==> src/rtl/wocmd_pkg.sv <==
package wocmd_pkg;

    localparam int unsigned BUS_AW      = 8;
    localparam int unsigned BUS_DW      = 32;
    localparam int unsigned STORE_DEPTH = 8;

    // offsets of the three mapped locations
    localparam logic [7:0] OFS_CMD  = 8'h10;
    localparam logic [7:0] OFS_DATA = 8'h14;
    localparam logic [7:0] OFS_STAT = 8'h18;

    // command bit positions
    localparam int unsigned CMD_W     = 3;
    localparam int unsigned BIT_START = 0;
    localparam int unsigned BIT_ABORT = 1;
    localparam int unsigned BIT_FLUSH = 2;

    // status word layout
    localparam int unsigned STAT_RUN     = 0;
    localparam int unsigned STAT_OVF     = 1;
    localparam int unsigned STAT_CNT_LSB = 8;

    typedef enum logic [1:0] {
        RGN_NONE,
        RGN_CMD,
        RGN_DATA,
        RGN_STAT
    } region_e;

    typedef struct packed {
        logic flush;
        logic abort;
        logic start;
    } act_t;

    function automatic logic is_wo(input region_e r);
        return (r == RGN_CMD) || (r == RGN_DATA);
    endfunction

endpackage

==> src/rtl/wocmd_apb_dec.sv <==
module wocmd_apb_dec
    import wocmd_pkg::*;
#(
    parameter int unsigned ADDR_W    = BUS_AW,
    parameter int unsigned DATA_W    = BUS_DW,
    parameter int unsigned CNT_W     = 4,
    parameter bit          STRICT_RD = 1'b0
) (
    input  logic              clk,
    input  logic              rst,
    input  logic              psel,
    input  logic              penable,
    input  logic              pwrite,
    input  logic [ADDR_W-1:0] paddr,
    input  logic [CMD_W-1:0]  cmd_bits,
    input  logic              run,
    input  logic              ovf,
    input  logic [CNT_W-1:0]  cnt,
    output act_t              act,
    output logic              push,
    output logic [DATA_W-1:0] prdata,
    output logic              pslverr
);

    region_e           rgn;
    logic              access, wr_en, rd_en;
    logic [DATA_W-1:0] stat_word;

    always_comb begin
        if      (paddr == ADDR_W'(OFS_CMD))  rgn = RGN_CMD;
        else if (paddr == ADDR_W'(OFS_DATA)) rgn = RGN_DATA;
        else if (paddr == ADDR_W'(OFS_STAT)) rgn = RGN_STAT;
        else                                 rgn = RGN_NONE;
    end

    assign access = psel & penable;
    assign wr_en  = access & pwrite;
    assign rd_en  = access & ~pwrite;

    // strobes: write event of the command offset AND the written bit
    always_comb begin
        act.start = wr_en && (rgn == RGN_CMD) && cmd_bits[BIT_START];
        act.abort = wr_en && (rgn == RGN_CMD) && cmd_bits[BIT_ABORT];
        act.flush = wr_en && (rgn == RGN_CMD) && cmd_bits[BIT_FLUSH];
        push      = wr_en && (rgn == RGN_DATA);
    end

    always_comb begin
        stat_word                           = '0;
        stat_word[STAT_RUN]                 = run;
        stat_word[STAT_OVF]                 = ovf;
        stat_word[STAT_CNT_LSB +: CNT_W]    = cnt;
    end

    always_comb begin
        prdata  = '0;
        pslverr = 1'b0;
        if (rd_en && (rgn == RGN_STAT)) prdata = stat_word;
        if (access && (rgn == RGN_NONE)) pslverr = 1'b1;
        if (STRICT_RD && rd_en && is_wo(rgn)) pslverr = 1'b1;
    end

    AST_READ_NO_PULSE: assert property (@(posedge clk) disable iff (rst)
        (psel && penable && !pwrite) |-> (act == '0 && !push));

    AST_START_ONE_CYCLE: assert property (@(posedge clk) disable iff (rst)
        act.start |=> !act.start);

    AST_WO_READ_ZERO: assert property (@(posedge clk) disable iff (rst)
        (psel && penable && !pwrite &&
         (paddr == ADDR_W'(OFS_CMD) || paddr == ADDR_W'(OFS_DATA))) |-> (prdata == '0));

    generate
        if (STRICT_RD) begin : g_strict
            AST_STRICT_ERR: assert property (@(posedge clk) disable iff (rst)
                (psel && penable && !pwrite &&
                 (paddr == ADDR_W'(OFS_CMD) || paddr == ADDR_W'(OFS_DATA))) |-> pslverr);
        end else begin : g_zero
            AST_ZERO_NO_ERR: assert property (@(posedge clk) disable iff (rst)
                (psel && penable && !pwrite &&
                 (paddr == ADDR_W'(OFS_CMD) || paddr == ADDR_W'(OFS_DATA))) |-> !pslverr);
        end
    endgenerate

endmodule

==> src/rtl/wocmd_engine.sv <==
module wocmd_engine
    import wocmd_pkg::*;
(
    input  logic clk,
    input  logic rst,
    input  act_t act,
    output logic run
);

    always_ff @(posedge clk) begin
        if (rst)            run <= 1'b0;
        else if (act.abort) run <= 1'b0;
        else if (act.start) run <= 1'b1;
    end

    AST_RUN_NEEDS_START: assert property (@(posedge clk) disable iff (rst)
        $rose(run) |-> $past(act.start));

    AST_ABORT_WINS: assert property (@(posedge clk) disable iff (rst)
        act.abort |=> !run);

endmodule

==> src/rtl/wocmd_store.sv <==
module wocmd_store #(
    parameter int unsigned DEPTH  = 8,
    parameter int unsigned DATA_W = 32,
    localparam int unsigned AW    = (DEPTH > 1) ? $clog2(DEPTH) : 1,
    localparam int unsigned CNT_W = $clog2(DEPTH + 1)
) (
    input  logic              clk,
    input  logic              rst,
    input  logic              push,
    input  logic [DATA_W-1:0] wdata,
    input  logic              flush,
    input  logic              pop,
    output logic [DATA_W-1:0] rdata,
    output logic              valid,
    output logic [CNT_W-1:0]  count,
    output logic              ovf
);

    logic [DATA_W-1:0] mem [DEPTH];
    logic [AW-1:0]     wptr, rptr;
    logic              full, do_pop, do_push, drop;

    assign full    = (count == CNT_W'(DEPTH));
    assign valid   = (count != '0);
    assign do_pop  = pop && valid && !flush;
    assign do_push = push && (!full || do_pop) && !flush;
    assign drop    = push && full && !do_pop;
    assign rdata   = mem[rptr];

    function automatic logic [AW-1:0] nxt(input logic [AW-1:0] p);
        return (p == AW'(DEPTH - 1)) ? '0 : p + 1'b1;
    endfunction

    always_ff @(posedge clk) begin
        if (do_push) mem[wptr] <= wdata;
    end

    always_ff @(posedge clk) begin
        if (rst || flush) begin
            wptr  <= '0;
            rptr  <= '0;
            count <= '0;
        end else begin
            if (do_push) wptr <= nxt(wptr);
            if (do_pop)  rptr <= nxt(rptr);
            count <= count + CNT_W'(do_push) - CNT_W'(do_pop);
        end
    end

    always_ff @(posedge clk) begin
        if (rst)       ovf <= 1'b0;
        else if (drop) ovf <= 1'b1;
    end

    AST_NO_OVERFLOW: assert property (@(posedge clk) disable iff (rst)
        count <= CNT_W'(DEPTH));

    AST_FULL_DROP: assert property (@(posedge clk) disable iff (rst)
        (push && full && !pop && !flush) |=> ($stable(count) && ovf));

    AST_OVF_STICKY: assert property (@(posedge clk) disable iff (rst)
        ovf |=> ovf);

    AST_FLUSH_EMPTIES: assert property (@(posedge clk) disable iff (rst)
        flush |=> (count == '0));

endmodule

==> src/rtl/wocmd_regblk.sv <==
module wocmd_regblk
    import wocmd_pkg::*;
#(
    parameter int unsigned ADDR_W    = BUS_AW,
    parameter int unsigned DATA_W    = BUS_DW,
    parameter int unsigned DEPTH     = STORE_DEPTH,
    parameter bit          STRICT_RD = 1'b0
) (
    input  logic              clk,
    input  logic              rst,
    input  logic              psel,
    input  logic              penable,
    input  logic              pwrite,
    input  logic [ADDR_W-1:0] paddr,
    input  logic [DATA_W-1:0] pwdata,
    output logic [DATA_W-1:0] prdata,
    output logic              pready,
    output logic              pslverr,
    output logic              start_pulse,
    output logic              abort_pulse,
    output logic              flush_pulse,
    output logic              engine_run,
    output logic [DATA_W-1:0] key_data,
    output logic              key_valid,
    input  logic              key_pop,
    output logic              store_overflow
);

    localparam int unsigned CNT_W = $clog2(DEPTH + 1);

    act_t             act;
    logic             push;
    logic [CNT_W-1:0] cnt;

    assign pready = 1'b1;

    wocmd_apb_dec #(
        .ADDR_W(ADDR_W), .DATA_W(DATA_W), .CNT_W(CNT_W), .STRICT_RD(STRICT_RD)
    ) u_dec (
        .clk(clk), .rst(rst), .psel(psel), .penable(penable), .pwrite(pwrite),
        .paddr(paddr), .cmd_bits(pwdata[CMD_W-1:0]), .run(engine_run),
        .ovf(store_overflow), .cnt(cnt), .act(act), .push(push),
        .prdata(prdata), .pslverr(pslverr)
    );

    wocmd_engine u_eng (
        .clk(clk), .rst(rst), .act(act), .run(engine_run)
    );

    wocmd_store #(.DEPTH(DEPTH), .DATA_W(DATA_W)) u_store (
        .clk(clk), .rst(rst), .push(push), .wdata(pwdata), .flush(act.flush),
        .pop(key_pop), .rdata(key_data), .valid(key_valid), .count(cnt),
        .ovf(store_overflow)
    );

    assign start_pulse = act.start;
    assign abort_pulse = act.abort;
    assign flush_pulse = act.flush;

    AST_FLUSH_ONE_CYCLE: assert property (@(posedge clk) disable iff (rst)
        flush_pulse |=> !flush_pulse);

endmodule

==> config.mk <==
export PLATFORM = sky130hd
export DESIGN_NAME = wocmd_regblk
export DESIGN_NICKNAME = d
export VERILOG_FILES = /design/src/rtl/wocmd_pkg.sv /design/src/rtl/wocmd_apb_dec.sv /design/src/rtl/wocmd_engine.sv /design/src/rtl/wocmd_store.sv /design/src/rtl/wocmd_regblk.sv
export SDC_FILE = /design/constraint.sdc
export NUM_CORES = 1
export LEC_CHECK = 0
export CORE_MARGIN = 2
export CORE_UTILIZATION = 23
export DETAILED_ROUTE_END_ITERATION = 8
export GPL_ROUTABILITY_DRIVEN = 0
export HOLD_SLACK_MARGIN = 0.05
export PLACE_DENSITY_LB_ADDON = 0.25
export SYNTH_ARGS = -nofsm -noshare
export SYNTH_HDL_FRONTEND = slang
export SYNTH_SLANG_ARGS = --single-unit
==> constraint.sdc <==
create_clock -name clk -period 5.9 [get_ports clk]
set_clock_uncertainty 0.05 [all_clocks]
set_input_delay 0.59 -clock clk [delete_from_list [all_inputs] [get_ports clk]]
set_output_delay 0.59 -clock clk [all_outputs]
set_load 0.02 [all_outputs]
==> results of run 1 <==
[per-stage QoR]
step	worst slack (ns)	hold slack [ns]	total power, W	area [µm²]
finish	1.83	0.426	0.00491	13500
global route	1.60	0.450	0.00513	13500
CTS	1.69	0.431	0.00500	13500
detailed placement	2.15	0.421	0.00306	12500
global placement	2.16	0.414	0.00306	12500
floorplan	0.669	0.404	0.00279	11000
[worst register-to-register path, cell delays in order, from the launching register on]
cell and delay, ns:
sky130_fd_sc_hd__dfxtp_1 0.33, sky130_fd_sc_hd__inv_1 0.07, sky130_fd_sc_hd__ha_1 0.20, sky130_fd_sc_hd__nand2b_1 0.15
sky130_fd_sc_hd__nand3_1 0.21, sky130_fd_sc_hd__nand3_1 0.29, sky130_fd_sc_hd__nor2_4 0.49, sky130_fd_sc_hd__buf_4 0.48
[cells in the final DEF, fill, tap and decap left out, types with 2 or more instances in the layout]
master / count
sky130_fd_sc_hd__inv_1: 9
sky130_fd_sc_hd__o21ai_0: 3
sky130_fd_sc_hd__clkbuf_1: 5
sky130_fd_sc_hd__nor3b_2: 2
sky130_fd_sc_hd__nand2_1: 8
sky130_fd_sc_hd__mux4_2: 24
sky130_fd_sc_hd__nor2_1: 8
sky130_fd_sc_hd__conb_1: 27
sky130_fd_sc_hd__mux2_2: 32
sky130_fd_sc_hd__clkinvlp_4: 5
sky130_fd_sc_hd__bufinv_16: 5
sky130_fd_sc_hd__clkbuf_16: 31
sky130_fd_sc_hd__clkdlybuf4s50_1: 90
sky130_fd_sc_hd__clkinv_1: 6
sky130_fd_sc_hd__buf_4: 17
sky130_fd_sc_hd__nor3_2: 2
sky130_fd_sc_hd__nor4b_4: 2
sky130_fd_sc_hd__dfxtp_4: 2
sky130_fd_sc_hd__a21oi_1: 10
sky130_fd_sc_hd__nand3_1: 5
sky130_fd_sc_hd__dfxtp_1: 12
sky130_fd_sc_hd__mux4_1: 40
sky130_fd_sc_hd__a21o_1: 2
sky130_fd_sc_hd__edfxtp_1: 256
sky130_fd_sc_hd__and4b_1: 2
sky130_fd_sc_hd__ha_1: 10
sky130_fd_sc_hd__xnor2_1: 2
sky130_fd_sc_hd__and2_1: 10
sky130_fd_sc_hd__nand4b_1: 2
[metal layers]
layer	GRT usage, %	part of all wire (%)	vias to the layer above
li1	-	-	2287
met4	2.29	1.8	0
met5	0	0	-
met3	1.95	4.0	30
met2	16.4	49	99
met1	12.5	45	2681
[layout make-up]
cell class | instances | area (µm²)
sequential | 271 | 8000
clock inverter | 19 | 235
inverter | 9 | 33.8
multi-input combinational | 204 | 2680
fill | 4595 | 33100
clock buffer | 36 | 795
timing repair buffer | 107 | 1030
tap | 607 | 759
[power groups by stage]
stage / clock, W / combinational, W / sequential, W
6_report: 0.00192 / 0.000756 / 0.00224
5_1_grt: 0.00205 / 0.000823 / 0.00225
4_1_cts: 0.00198 / 0.000774 / 0.00225
3_5_place_dp: 0 / 0.000769 / 0.00229
3_3_place_gp: 0 / 0.000771 / 0.00229
2_1_floorplan: 0 / 0.000617 / 0.00217
[cells by family after synthesis]
kind of cell / after synthesis / synth area share [%]
AO/OA/AOI/OAI: 15 / 0.735
XOR/XNOR: 2 / 0.161
adder cells (fa/ha/maj): 11 / 1.33
buffers and inverters: 55 / 3.39
flip-flops: 271 / 73.3
multiplexers: 96 / 17.9
other: 2 / 0.0690
AND/OR/NAND/NOR: 53 / 3.06
[sequential cells by signal, summed over array words and instances (netlist names), named ones only]
signal         cells
u_store.wptr       3
u_eng.run          1
u_store.rptr       3
u_store.count      4
u_store.ovf        1
u_store.mem      256
[worst min-delay path by stage]
| stage | start | end | slack, ns | depth (start not counted) |
|---|---|---|---|---|
| after floorplan | u_store.rptr[1]$_SDFFE_PP0N_ | register | 0.40 | 2 |
| after global placement | u_store.rptr[1]$_SDFFE_PP0N_ | register | 0.41 | 2 |
| after detailed placement | u_store.rptr[2]$_SDFFE_PP0N_ | register | 0.42 | 2 |
| after CTS | u_store.rptr[1]$_SDFFE_PP0N_ | register | 0.43 | 2 |
| after global routing | u_store.rptr[2]$_SDFFE_PP0N_ | register | 0.45 | 2 |
| final | u_store.rptr[1]$_SDFFE_PP0N_ | register | 0.43 | 2 |
==> flow_results.org, run 1 <==
** Yosys
- Part of the Yosys area used for sequential elements :: 73.3%
- Number of distinct standard cells referenced by the synthesized netlist :: 37
- Ranking of synthesized cells by instance count :: sky130_fd_sc_hd__edfxtp_1 (256), sky130_fd_sc_hd__mux4_1 (40), sky130_fd_sc_hd__mux2_2 (32), sky130_fd_sc_hd__buf_4 (27), sky130_fd_sc_hd__mux4_2 (24)
- Of all flip-flops after synthesis, the portion carrying an async set or reset was 0%.
- Cell with the most instances after synthesis :: sky130_fd_sc_hd__edfxtp_1
- The synthesized design contains 271 register bits.
- Counting flops with a built-in enable in the synthesized netlist gives 256.
- The biggest area contributor in the post-synthesis netlist is sky130_fd_sc_hd__edfxtp_1.
- The synthesized design devotes to its leading area cell type 70.6% of total area.
- Synth Cell Area :: 10900 µm²
- After technology mapping, the gate count stands at 505.
- Top flip-flop cell by instance count after synthesis :: sky130_fd_sc_hd__edfxtp_1
- Ranked by total cell area, the synthesized netlist is headed by sky130_fd_sc_hd__edfxtp_1 (71%), sky130_fd_sc_hd__mux4_1 (9.6%), sky130_fd_sc_hd__mux4_2 (5.0%).
- Count of yosys warnings during synthesis :: 0
- Synthesized area per cell :: 21.6 µm²

** Setup path
- Master of the slowest instance on the critical path :: sky130_fd_sc_hd__dfxtp_4
- Internal reg-to-reg setup slack :: 3.25 ns
- Data arrives at the worst endpoint at 3.43 ns.
- For this run, the slowest stage of the critical path takes 0.97 ns.
- The worst register-to-register path ends at u_store.mem[7][23]$_DFFE_PP_.
- The critical path goes through buf_4 > mux4_1 > mux2_2 > clkdlybuf4s50_1.
- By startpoint and endpoint, the worst setup path is classified as reg -> out.
- The startpoint identified for the worst register-to-register timing path is u_store.count[2]$_SDFF_PP0_.
- Termination of the worst setup path :: key_data[23]
- The number of cells on the worst reg-to-reg path is 7.
- Dominant delay contributor by cell family on the critical path :: buffers and inverters
- For the worst setup path, the data required time is 5.26 ns.
- STA classifies the critical path startpoint as a register.
- Together, buffers and inverters on the worst path number 2.
- Counting buffers and inverters, the worst setup path is 4 cells deep.
- Kind of capture point of the worst setup path :: primary output
- Of all nets on the critical path, the largest fanout is 49.

** Clock network
- Number of hold buffers added after CTS :: 0
- After clock tree synthesis, the setup repair step added 0 buffers.
- Clock transition at the register clock pins on the worst setup and hold paths after CTS :: 0.06 ns
- For this design, the sink count on the clock tree is 271.
- Counting along the longest clock path gives a buffer depth of 3.
- Post-CTS sizing :: 0
- Number of buffers created by CTS :: 30
- CTS tree :: built
- The root buffer cell chosen for the clock tree is sky130_fd_sc_hd__clkbuf_16.
- Number of H-tree branching levels :: 1
- Clock latency on the worst-skew pair, taken at its later pin, is 0.55 ns.

** Cells and area
- Cells fill 29.0% of the core in the end.
- Number of diodes added for antenna fixing :: 0
- Proportion of layout cells with a drive suffix above 1 :: 20.3%
- Compared with the post-synthesis result, the final layout area differs by 24.2%.
- Post-layout nets :: 680
- The finished layout holds 1253 standard cells, fillers aside.

** Routing
- Via density :: 4.07
- Antenna Nets Post-Route :: 0
- Post-Route WL :: 23900 µm
- Detailed router's first-iteration violation count :: 294
- Via count :: 5097
- Routed WL per cell :: 19.0 µm
- DR pass1 iterations :: 6
- For this run, design rule violations remaining after detail routing come to 3.

** Global routing
- The total overflow left after global routing is 0.
- Global-route wire length before repair :: 35500 µm
- Antenna violations before repair :: 0
- Entering global routing, the biggest net connects 65 pins.
- Overall global routing resource usage :: 9.61%
- Number of global-route vias before repair :: 5409

** Power and ir drop
- Combinational cells account for 15.4% of the total power.
- Clock network fraction of total power :: 39.1%
- Power spent charging and discharging nets :: 0.00117 W
- For this design the static power due to leakage is 4.30 nW.
- In this run switching power makes up 23.9% of total power.
- Across the VDD grid, the largest voltage drop is 0.000145 V.
- The internal power of the cells totals 0.00374 W.
- Sequential cell fraction of total power :: 45.5%
- In this run the power density over the cells is 363 nW/µm².

** Outcome
- Violations in the final reports :: DRC
- The flow ran to the end, but the final reports show violations.

** STA
- For the pin with the worst max-slew slack, the measured transition is 0.981 ns.
- Setup repair after global routing left no endpoint under its margin.
- The count of pins over their slew limit came to 0.
- Measured against its own limit, the worst slew margin works out to 34.6%.
- For this run, the top clock speed supported by timing is 246 MHz.
- Final-report hold violation count :: 0
- Finish-stage setup viols :: 0
- After layout, the minimum clock period comes to 4.07 ns.
- Of the available clock period, the critical path in the final layout requires 69.0%.
- Setup TNS after final layout :: 0 ns

** Placed design
- Detailed placement ended at an HPWL of 13700 µm.
- Counting tap cells, the placed design contains a total of 1198 instances.
- I/O Buffers :: 90

** Min path
- In this run the worst hold path is classified as reg -> reg.

** Floorplanning
- The region available for standard cell placement spans 46700 µm².
- Number of rows in the core area :: 79
- The die is 222 µm wide.
- Full die area :: 49100 µm²
- Measured along the y axis, the die boundary spans 222 µm.
- 118 I/O pins were placed.
- Starting Density :: 23.3%

** Run
- Across the run, the number of max-cap violations was 0.
(Power assumes the default switching activity.)
==> run 2: changes to the inputs <==
- clock period: 5.9 -> 3.75 ns (I/O delays scaled with it)
==> run 2 against run 1 <==
Effect of this change:
- the flow still finishes with violations (DRC)
- global-route usage decreased by 0.20 points
- clock-buffer cell count increased by 6
- first-iteration DRC count increased by 11%
- final area increased by 0.22%
- hold slack got worse by 0.042 ns
- via count decreased by 0.14%
- clock power increased by 43%
- die area unchanged
- setup slack got worse by 1.5 ns
- utilization increased by 0.064 points
- combinational power increased by 72%
- routed wire length decreased by 2.0%
- largest power group unchanged
==> flow_results.org, run 2 (synthesis gave the netlist of run 1 again) <==
** Floorplanning
- Horizontal extent of the die :: 222 µm
- From bottom edge to top edge, the die measures 222 µm.
- 118 I/O pins were placed.
- For this configuration, the core starts out at a cell density of 23.3%.
- Number of rows in the core area :: 79
- After floorplanning, the core was sized to cover 46700 µm².
- Full die area :: 49100 µm²

** Routing
- The first detailed-routing pass ran for 6 iterations.
- Via density :: 4.06
- Antenna Nets Post-Route :: 0
- Routed WL per cell :: 18.7 µm
- The detailed router finished its first iteration with 325 violations.
- Via count :: 5090
- The final layout contains routed wiring with a total length of 23400 µm.
- After detailed routing, the number of remaining DRC violations is 10.

** Cells and area
- The register with the most flip-flops in the layout has 256 of them.
- Leading cell types in the layout, fill and taps excluded :: sky130_fd_sc_hd__edfxtp_1 (256), sky130_fd_sc_hd__clkdlybuf4s50_1 (90), sky130_fd_sc_hd__mux4_1 (40)
- u_store.mem holds more flip-flops than any other register.
- Biggest regs :: u_store.mem: 256 flops, u_store.count: 4 flops
- Compared with the post-synthesis result, the final layout area differs by 24.5%.
- Most common cell after layout, fill and taps aside :: sky130_fd_sc_hd__edfxtp_1
- Post-layout nets :: 684
- Cells fill 29.1% of the core in the end.
- Proportion of layout cells with a drive suffix above 1 :: 19.8%

** Setup path
- Startpoint type of the worst setup path :: register
- CP Max Fanout :: 26
- STA classifies the critical path endpoint as a primary output.
- Critical path data arrival time :: 2.98 ns
- In this run the critical register-to-register path is launched from u_store.count[2]$_SDFF_PP0_.
- Cells along the critical path :: buf_4 > mux4_1 > mux2_2 > clkdlybuf4s50_1
- Master of the slowest instance on the critical path :: sky130_fd_sc_hd__dfxtp_4
- At the worst endpoint, the required time is 3.32 ns.
- For this run, the slowest stage of the critical path takes 0.68 ns.
- The setup path with the least slack is of type reg -> out.

** Placed design
- I/O Buffers :: 90
- Summed over all nets, the half-perimeter wirelength after detailed placement is 13800 µm.

** Outcome
- Violations in the final reports :: DRC
- Result of the run :: finished, violations left

** STA
- For the pin with the worst max-slew slack, the measured transition is 0.625 ns.
- RSZ-0062 raised after global routing :: no
- The count of pins over their slew limit is 0.
- Final-report hold violation count :: 0
- Headroom to the max-slew limit :: 58.4%
- Min Tclk post-route :: 3.40 ns
- Setup TNS after final layout :: 0 ns
- Setup violations remaining at the end of the flow were counted as 0.
- Maximum clock rate :: 294 MHz
- Dividing the final minimum period by the clock period gives 90.7%.

** Clock network
- Clock tree synthesis selected as its root buffer the cell sky130_fd_sc_hd__clkbuf_16.
- CTS saw 271 sinks.
- Buffers inserted during clock tree synthesis total 30.
- Clock transition at the register clock pins on the worst setup and hold paths after CTS :: 0.06 ns
- Counting along the longest clock path gives a buffer depth of 3.
- Number of H-tree branching levels :: 1
- Once the clock tree was built, the resizer swapped 0 gates to a different size.
- The number of hold buffers added after CTS was 0.
- Once the clock tree was built, the setup fixing pass inserted 0 buffers.
- Insertion delay to the later sink of the worst-skew pair :: 0.54 ns
- CTS tree :: built

** Global routing
- Antenna violations before repair :: 2
- Number of global-route vias before repair :: 5470
- Largest net degree at the start of global routing :: 35
- Remaining Overflow, GRT :: 0
- Global-route wire length before repair :: 35200 µm
- Across every metal layer, demand over resource in global routing totals 9.41%.

** Power and ir drop
- Cell internal power was estimated by the tool at 0.00571 W.
- Comb pwr share :: 17.4%
- Clock network fraction of total power :: 36.7%
- For this design the static power due to leakage is 4.29 nW.
- Power spread over the standard cell area amounts to 554 nW/µm².
- Across the VDD grid, the largest voltage drop is 0.000292 V.
- Sw Share :: 23.9%
- Sequential cell fraction of total power :: 46.0%
- In this run the power spent charging and discharging nets is 0.00180 W.

** Min path
- The path class of the tightest hold or removal check is in -> reg.
- Worst min-delay path startpoint :: rst

** Run
- The tool flagged a number of max-cap violations equal to 0.
==> run 2: path summary, 6_finish.rpt <==
path | end | slack (ns) | depth (start not counted)
setup / recovery | key_data[30] | 0.35 | 4
hold / removal | u_store.ovf$_SDFFE_PP0P_ | 0.38 | 2
setup reg to reg | u_store.count[2]$_SDFF_PP0_ | 1.13 | 11
hold reg to reg | register | 0.43 | 2
==> run 2: area by class of cell <==
cell class              count  area [µm²]
diodes                      1        2.50
clock buffers              42         827
clock inverters             9        95.1
fillers                  4594       33100
inverters                   9        33.8
multi-input cells         204        2720
flip-flops and latches    271        8000
well taps                 607         759
repair buffers            111        1120
==> run 2: power by group through the flow <==
stage	registers, W	clock network, W	logic (W)
floorplan	0.00342	0	0.000970
global placement	0.00353	0	0.00134
detailed placement	0.00352	0	0.00134
CTS	0.00346	0.00286	0.00134
global route	0.00346	0.00296	0.00142
finish	0.00345	0.00275	0.00130
==> run 2: per-layer routing <==
metal  vias up  track usage (%)  part of all wire, %
met4         2             2.35                  2.0
met3        35             2.19                  4.8
li1       2301                -                    -
met1      2643             12.0                   45
met2       109             16.1                   49
met5         -                0                0.051
==> run 2: stage by stage <==
stage	area, µm²	total power, W	setup slack [ns]	std cells	hold slack (ns)
2_1_floorplan	11000	0.00439	0.273	530	0.397
3_3_place_gp	12600	0.00487	0.743	1202	0.421
3_5_place_dp	12600	0.00486	0.689	1202	0.426
4_1_cts	13600	0.00766	0.268	1253	0.354
5_1_grt	13600	0.00784	0.189	1253	0.378
6_report	13600	0.00751	0.348	1254	0.384
==> run 2: critical path: cells and delay by family (launching register included) <==
family / cells / cell delay (ns)
mux: 2 / 0.88
buf+inv: 2 / 0.86
flops: 1 / 0.68
